**config.mk**
```make
export PLATFORM = sky130hd
export DESIGN_NAME = gpio_ctrl
export DESIGN_NICKNAME = d
export VERILOG_FILES = /design/src/rtl/gpio_pkg.sv /design/src/rtl/gpio_sync.sv /design/src/rtl/gpio_edge_det.sv /design/src/rtl/gpio_regs.sv /design/src/rtl/gpio_ctrl.sv
export SDC_FILE = /design/constraint.sdc
export NUM_CORES = 1
export LEC_CHECK = 0
export BUFFER_PORTS_ARGS = -buffer_cell sky130_fd_sc_hd__buf_4
export CAP_MARGIN = 5
export CORE_MARGIN = 2
export CORE_UTILIZATION = 30
export CTS_CLUSTER_SIZE = 40
export DETAILED_ROUTE_END_ITERATION = 8
export GPL_TIMING_DRIVEN = 0
export PLACE_DENSITY = 0.45
export SLEW_MARGIN = 0
export SYNTH_ARGS = -nofsm -noshare
export SYNTH_HDL_FRONTEND = slang
export SYNTH_SLANG_ARGS = --single-unit
```
**constraint.sdc**
```tcl
create_clock -name clk_i -period 2.25 [get_ports clk_i]
set_input_delay 0.3375 -clock clk_i [delete_from_list [all_inputs] [get_ports clk_i]]
set_output_delay 0.3375 -clock clk_i [all_outputs]
set_load 0.005 [all_outputs]
```
**src/rtl/gpio_pkg.sv**
```systemverilog
package gpio_pkg;
  localparam int unsigned NUM_LINES = 16;

  localparam logic [7:0] OFF_IN   = 8'h00;
  localparam logic [7:0] OFF_OUT  = 8'h04;
  localparam logic [7:0] OFF_DIR  = 8'h08;
  localparam logic [7:0] OFF_EDGE = 8'h0C;
  localparam logic [7:0] OFF_MASK = 8'h10;
  localparam logic [7:0] OFF_STAT = 8'h14;

  typedef enum logic [2:0] {
    SEL_IN,
    SEL_OUT,
    SEL_DIR,
    SEL_EDGE,
    SEL_MASK,
    SEL_STAT,
    SEL_NONE
  } reg_sel_e;
endpackage

```
**src/rtl/gpio_sync.sv**
```systemverilog
module gpio_sync #(
  parameter int unsigned W      = 16,
  parameter int unsigned STAGES = 2
) (
  input  logic         clk_i,
  input  logic         rst_ni,
  input  logic [W-1:0] async_i,
  output logic [W-1:0] sync_o
);
  logic [W-1:0] stage_q [STAGES];

  always_ff @(posedge clk_i or negedge rst_ni) begin
    if (!rst_ni) stage_q[0] <= '0;
    else         stage_q[0] <= async_i;
  end

  for (genvar s = 1; s < STAGES; s++) begin : g_stage
    always_ff @(posedge clk_i or negedge rst_ni) begin
      if (!rst_ni) stage_q[s] <= '0;
      else         stage_q[s] <= stage_q[s-1];
    end
  end

  assign sync_o = stage_q[STAGES-1];
endmodule

```
**src/rtl/gpio_edge_det.sv**
```systemverilog
module gpio_edge_det #(
  parameter int unsigned W = 16
) (
  input  logic         clk_i,
  input  logic         rst_ni,
  input  logic [W-1:0] level_i,
  input  logic [W-1:0] rise_sel_i,
  output logic [W-1:0] event_o
);
  logic [W-1:0] prev_q;

  always_ff @(posedge clk_i or negedge rst_ni) begin
    if (!rst_ni) prev_q <= '0;
    else         prev_q <= level_i;
  end

  for (genvar i = 0; i < W; i++) begin : g_line
    // polarity picked per line
    assign event_o[i] = rise_sel_i[i] ? (level_i[i] & ~prev_q[i])
                                      : (~level_i[i] & prev_q[i]);
  end
endmodule

```
**src/rtl/gpio_regs.sv**
```systemverilog
module gpio_regs
  import gpio_pkg::*;
#(
  parameter int unsigned W      = 16,
  parameter int unsigned ADDR_W = 5
) (
  input  logic              clk_i,
  input  logic              rst_ni,
  input  logic [ADDR_W-1:0] addr_i,
  input  logic              wr_en_i,
  input  logic              rd_en_i,
  input  logic [W-1:0]      wdata_i,
  input  logic [W-1:0]      in_i,
  input  logic [W-1:0]      event_i,
  output logic [W-1:0]      rdata_o,
  output logic [W-1:0]      rise_sel_o,
  output logic [W-1:0]      pin_o,
  output logic [W-1:0]      pin_oe_o,
  output logic              irq_o
);
  reg_sel_e     sel;
  logic [W-1:0] out_q, dir_q, edge_q, mask_q, stat_q, rdata_q;
  logic [W-1:0] armed, clr, rd_mux;

  always_comb begin
    case (addr_i)
      ADDR_W'(OFF_IN):   sel = SEL_IN;
      ADDR_W'(OFF_OUT):  sel = SEL_OUT;
      ADDR_W'(OFF_DIR):  sel = SEL_DIR;
      ADDR_W'(OFF_EDGE): sel = SEL_EDGE;
      ADDR_W'(OFF_MASK): sel = SEL_MASK;
      ADDR_W'(OFF_STAT): sel = SEL_STAT;
      default:           sel = SEL_NONE;
    endcase
  end

  always_ff @(posedge clk_i or negedge rst_ni) begin
    if (!rst_ni) begin
      out_q  <= '1;
      dir_q  <= '1;
      edge_q <= '1;
      mask_q <= '1;
    end else if (wr_en_i) begin
      case (sel)
        SEL_OUT:  out_q  <= wdata_i;
        SEL_DIR:  dir_q  <= wdata_i;
        SEL_EDGE: edge_q <= wdata_i;
        SEL_MASK: mask_q <= wdata_i;
        default: ;
      endcase
    end
  end

  // only unmasked input lines may latch
  assign armed = event_i & dir_q & ~mask_q;
  assign clr   = (wr_en_i && sel == SEL_STAT) ? wdata_i : '0;

  for (genvar i = 0; i < W; i++) begin : g_stat
    always_ff @(posedge clk_i or negedge rst_ni) begin
      if (!rst_ni)       stat_q[i] <= 1'b0;
      else if (armed[i]) stat_q[i] <= 1'b1;
      else if (clr[i])   stat_q[i] <= 1'b0;
    end
  end

  always_comb begin
    case (sel)
      SEL_IN:   rd_mux = in_i;
      SEL_OUT:  rd_mux = out_q;
      SEL_DIR:  rd_mux = dir_q;
      SEL_EDGE: rd_mux = edge_q;
      SEL_MASK: rd_mux = mask_q;
      SEL_STAT: rd_mux = stat_q;
      default:  rd_mux = '0;
    endcase
  end

  always_ff @(posedge clk_i or negedge rst_ni) begin
    if (!rst_ni)      rdata_q <= '0;
    else if (rd_en_i) rdata_q <= rd_mux;
  end

  assign rdata_o    = rdata_q;
  assign rise_sel_o = edge_q;
  assign pin_oe_o   = ~dir_q;
  assign pin_o      = out_q & ~dir_q;
  assign irq_o      = |stat_q;

  assert_in_ro_R3: assert property (@(posedge clk_i) disable iff (!rst_ni)
    (wr_en_i && sel == SEL_IN) |=>
      ($stable(out_q) && $stable(dir_q) && $stable(edge_q) && $stable(mask_q)));

  assert_unmapped_wr_R12: assert property (@(posedge clk_i) disable iff (!rst_ni)
    (wr_en_i && sel == SEL_NONE) |=>
      ($stable(out_q) && $stable(dir_q) && $stable(edge_q) && $stable(mask_q)));

  assert_unmapped_rd_R12: assert property (@(posedge clk_i) disable iff (!rst_ni)
    (rd_en_i && sel == SEL_NONE) |=> (rdata_o == '0));

  assert_oe_from_dir_R4: assert property (@(posedge clk_i) disable iff (!rst_ni)
    (wr_en_i && sel == SEL_DIR) |=> (pin_oe_o == ~$past(wdata_i)));

  assert_set_needs_arm_R8: assert property (@(posedge clk_i) disable iff (!rst_ni)
    ((stat_q & ~$past(stat_q) & ~($past(dir_q) & ~$past(mask_q))) == '0));

  assert_w1c_R9: assert property (@(posedge clk_i) disable iff (!rst_ni)
    (wr_en_i && sel == SEL_STAT) |=> ((stat_q & $past(wdata_i & ~event_i)) == '0));

  assert_event_wins_R11: assert property (@(posedge clk_i) disable iff (!rst_ni)
    (armed != '0) |=> ((stat_q & $past(armed)) == $past(armed)));
endmodule

```
**src/rtl/gpio_ctrl.sv**
```systemverilog
module gpio_ctrl
  import gpio_pkg::*;
#(
  parameter int unsigned W      = NUM_LINES,
  parameter int unsigned ADDR_W = 5,
  parameter int unsigned STAGES = 2
) (
  input  logic              clk_i,
  input  logic              rst_ni,
  input  logic [ADDR_W-1:0] addr_i,
  input  logic              wr_en_i,
  input  logic              rd_en_i,
  input  logic [W-1:0]      wdata_i,
  output logic [W-1:0]      rdata_o,
  input  logic [W-1:0]      pin_i,
  output logic [W-1:0]      pin_o,
  output logic [W-1:0]      pin_oe_o,
  output logic              irq_o
);
  logic [W-1:0] pin_sync, evt, rise_sel;

  gpio_sync #(.W(W), .STAGES(STAGES)) u_sync (
    .clk_i   (clk_i),
    .rst_ni  (rst_ni),
    .async_i (pin_i),
    .sync_o  (pin_sync)
  );

  gpio_edge_det #(.W(W)) u_edge (
    .clk_i      (clk_i),
    .rst_ni     (rst_ni),
    .level_i    (pin_sync),
    .rise_sel_i (rise_sel),
    .event_o    (evt)
  );

  gpio_regs #(.W(W), .ADDR_W(ADDR_W)) u_regs (
    .clk_i      (clk_i),
    .rst_ni     (rst_ni),
    .addr_i     (addr_i),
    .wr_en_i    (wr_en_i),
    .rd_en_i    (rd_en_i),
    .wdata_i    (wdata_i),
    .in_i       (pin_sync),
    .event_i    (evt),
    .rdata_o    (rdata_o),
    .rise_sel_o (rise_sel),
    .pin_o      (pin_o),
    .pin_oe_o   (pin_oe_o),
    .irq_o      (irq_o)
  );
endmodule

```
==> impl_metrics.yaml <==
run_status:
  status: "finished clean"
finish:
  ratio_of_cells_with_drive_above_1_in_the_final_layout_pct: 36.5
  areaGrowthSynthToFinish_pct: 33.2
  stdcell_count: 1039
  multi_input_area_um2: 2690
  sequential_cell_area_um2: 3680
  fillerInstances: 2127
  final_util_pct: 40.6
  diodes: 0
  final_nets: 788
hold_path:
  hold_start: "wdata_i[10]"
  min_path_cells: 3
  hold_end: "u_regs.mask_q[10]"
  hold_class: "primary input to register"
cts:
  h-tree-depth: 4
  clock_buffers_created_by_tritoncts: 17
  clock_transition_time_at_the_flip_flop_clock_pins_of_the_worst_setup_and_hold_paths_ns: 0.06
  tritoncts: "done"
  worstSkewPairLatency_ns: 0.43
  clk_path_buf_depth: 2
  clock_sink_count: 144
  clock_tree.root_cell: "sky130_fd_sc_hd__clkbuf_16"
floorplanning:
  die_h_um: 153
  die_width_um: 153
  fp.coreArea_um2: 21800
  design.die.area_um2: 23300
  floorplan.initialDensity_pct: 30.5
  row_cnt: 54
  number_of_placed_i_o_pins: 90
yosys:
  synth_nets: 653
  post_syn_area_um2: 6630
  syn_area_per_cell_um2: 10.9
  post-synth-top-count-cell: "sky130_fd_sc_hd__dfrtp_1"
  syn_inst: 611
  synthFlopType: "sky130_fd_sc_hd__dfrtp_1"
  synth_top_area_share_pct: 30.2
  synth_cell_type_count: 38
  synth_warnings: 0
  cell_taking_the_most_area_after_synthesis: "sky130_fd_sc_hd__dfrtp_1"
  synth_seq_cells: 144
  post_synth_main_area_contributors: "sky130_fd_sc_hd__dfrtp_1, sky130_fd_sc_hd__dfstp_2, sky130_fd_sc_hd__mux2_2"
  synth-edff-count: 0
  synth.top_cells.by_count: "sky130_fd_sc_hd__dfrtp_1, sky130_fd_sc_hd__nand2_1, sky130_fd_sc_hd__dfstp_2, sky130_fd_sc_hd__inv_1, sky130_fd_sc_hd__nand3b_1"
  synthArstFlopShare_pct: 100
  yosysSeqAreaShare_pct: 55.5
place:
  detailedPlacementHpwl_mm: 13.7
  portBuffers: 88
  gp_congestion: 0.782
  placed_cells: 980
routing:
  first_pass_iters: 5
  wl_mm: 21.5
  remaining_drc_errors: 0
  drt-vias-per-instance: 5.07
  drtAntennaViolNets: 0
  drtIter0Drc: 369
  wl_per_cell_um: 20.6
  dr_total_vias: 5265
worst_setup_path:
  ff2ff_setup_slack_ns: 0.68
  cp.arrival_ns: 2.52
  r2r_start: "u_sync.sync_o[7]"
  setup.worst_path.end_class: "register"
  regToRegEndpoint: "u_regs.rdata_o[7]"
  crit_path_max_fanout: 10
  r2r.worst_path.cells: 4
  required_time_at_the_endpoint_of_the_critical_path_ns: 2.57
  worstSetupStartpointType: "primary input"
  criticalPathCategory: "primary input to register"
sta:
  slew_headroom_pct: 48.4
  layout_worst_path_cycle_share_pct: 97.8
  timing.setup.tns_ns: 0
  post-route-min-period_ns: 2.20
  finalHoldViolations: 0
  worst_clock_skew_ns: 0.00866
  measured_slew_at_the_worst_slew_check_pin_ns: 0.773
  maximum_clock_frequency_mhz: 454
  slew_viol_final: 0
  setup-violations-final: 0
  rsz0062_at_grt: "true"
grt:
  number_of_antenna_violations_at_the_first_check_in_global_routing: 0
  number_of_global_route_vias_before_repair: 5505
  wire_length_of_the_first_global_routing_pass_mm: 33.3
  grt_remaining_overflow: 0
  pin_count_of_the_biggest_net_entering_global_routing: 83
  grt_util_all_layers_pct: 18.9
power:
  max-vdd-ir-drop_v: 0.000315
  power_density_nw_per_um2: 783
  total_leakage_power_nw: 3.68
flow_run:
  max_cap_viol_count: 0
## what timing repair did
item,in CTS,in global routing
gates cloned,2,0
gates resized for setup,16,6
endpoints found under the hold margin,12,5
buffers inserted,12,0
endpoints found under the setup margin,74,39
hold buffers,12,5
pin swaps,6,1
## critical path, stage by stage
cell and delay, ns:
sky130_fd_sc_hd__buf_4 0.12, sky130_fd_sc_hd__buf_6 0.14, sky130_fd_sc_hd__nand2b_4 0.14, sky130_fd_sc_hd__or3_4 0.34, sky130_fd_sc_hd__ha_4 0.19, sky130_fd_sc_hd__or4b_4 0.55
sky130_fd_sc_hd__nor3_4 0.14, sky130_fd_sc_hd__buf_6 0.15, sky130_fd_sc_hd__buf_8 0.14, sky130_fd_sc_hd__nand2_1 0.06, sky130_fd_sc_hd__a32o_1 0.20
## flip-flops by register name, summed over array words and instances, names as in the netlist
signal and cells:
u_edge.prev_q 16, u_regs.mask_q 16, u_sync.stage_q 16, u_regs.rdata_o 16
u_regs.rise_sel_o 16, u_regs.stat_q 16, u_regs.dir_q 16, u_sync.sync_o 16
u_regs.out_q 16
## layer usage
layer | share of wire, % | global-route usage [%]
met5 | 0 | 0
met4 | 1.5 | 5.38
met3 | 5.2 | 4.81
met2 | 49 | 30.7
met1 | 45 | 25.1
## logic make-up after synthesis
kind of cell / Yosys count / share of synthesized area (%)
multiplexers: 54 / 9.06
adder cells (fa/ha/maj): 1 / 0.189
AO/OA/AOI/OAI: 127 / 12.9
buffers and inverters: 94 / 6.00
flip-flops: 144 / 55.5
AND/OR/NAND/NOR: 191 / 16.3
## area by class of cell
class | instances | area share (%)
buffer | 30 | 2.20
tap | 280 | 3.97
clock buffer | 18 | 4.86
inverter | 60 | 2.55
sequential | 144 | 41.7
timing repair buffer | 120 | 11.7
multi-input combinational | 373 | 30.5
clock inverter | 14 | 2.58
## cell usage in the layout (no fill, tap or decap), types with 4 or more instances in the layout
cell type / count
sky130_fd_sc_hd__a2111oi_0: 11
sky130_fd_sc_hd__a21oi_1: 26
sky130_fd_sc_hd__a32o_1: 16
sky130_fd_sc_hd__buf_12: 4
sky130_fd_sc_hd__buf_2: 5
sky130_fd_sc_hd__buf_4: 95
sky130_fd_sc_hd__buf_6: 8
sky130_fd_sc_hd__bufinv_16: 5
sky130_fd_sc_hd__clkbuf_1: 13
sky130_fd_sc_hd__clkbuf_16: 17
sky130_fd_sc_hd__clkinv_4: 5
sky130_fd_sc_hd__dfrtp_1: 80
sky130_fd_sc_hd__dfstp_2: 64
sky130_fd_sc_hd__dlygate4sd3_1: 17
sky130_fd_sc_hd__inv_1: 60
sky130_fd_sc_hd__mux2_2: 26
sky130_fd_sc_hd__mux2_4: 22
sky130_fd_sc_hd__mux2i_1: 6
sky130_fd_sc_hd__nand2_1: 68
sky130_fd_sc_hd__nand2b_1: 17
sky130_fd_sc_hd__nand3b_1: 52
sky130_fd_sc_hd__nor2_1: 18
sky130_fd_sc_hd__nor2b_1: 16
sky130_fd_sc_hd__nor4_1: 4
sky130_fd_sc_hd__o21ai_0: 35
sky130_fd_sc_hd__o22ai_1: 16
sky130_fd_sc_hd__o32ai_1: 13
## worst max-delay path by stage
stage	from	to	cells after the start
after global placement	addr_i[4]	u_regs.stat_q[15]	12
final	addr_i[3]	u_regs.stat_q[3]	11
after detailed placement	addr_i[4]	u_regs.stat_q[3]	12
after global routing	addr_i[3]	u_regs.stat_q[6]	11
after CTS	addr_i[3]	u_regs.stat_q[1]	12
after floorplan	addr_i[4]	u_regs.dir_q[10]	10
## where the power goes
| part | switching, W | leakage [nW] | internal [W] |
|---|---|---|---|
| Sequential | 0.000152 | 1.67 | 0.00285 |
| Combinational | 0.000360 | 1.70 | 0.000386 |
| Clock | 0.00118 | 0.316 | 0.00199 |
| Total | 0.00170 | 3.68 | 0.00522 |
## stage by stage
| step | hold slack, ns | total power (W) | worst slack [ns] | cell area [um^2] |
|---|---|---|---|---|
| 2_1_floorplan | 0.0419 | 0.00333 | -0.379 | 6790 |
| 3_3_place_gp | 0.334 | 0.00374 | -0.892 | 7800 |
| 3_5_place_dp | 0.335 | 0.00377 | -0.905 | 7840 |
| 4_1_cts | 0.0000129 | 0.00698 | 0.00426 | 8780 |
| 5_1_grt | 0.158 | 0.00720 | -0.00555 | 8830 |
| 6_report | 0.168 | 0.00692 | 0.0494 | 8830 |
Power figures use the tool's default switching activity.
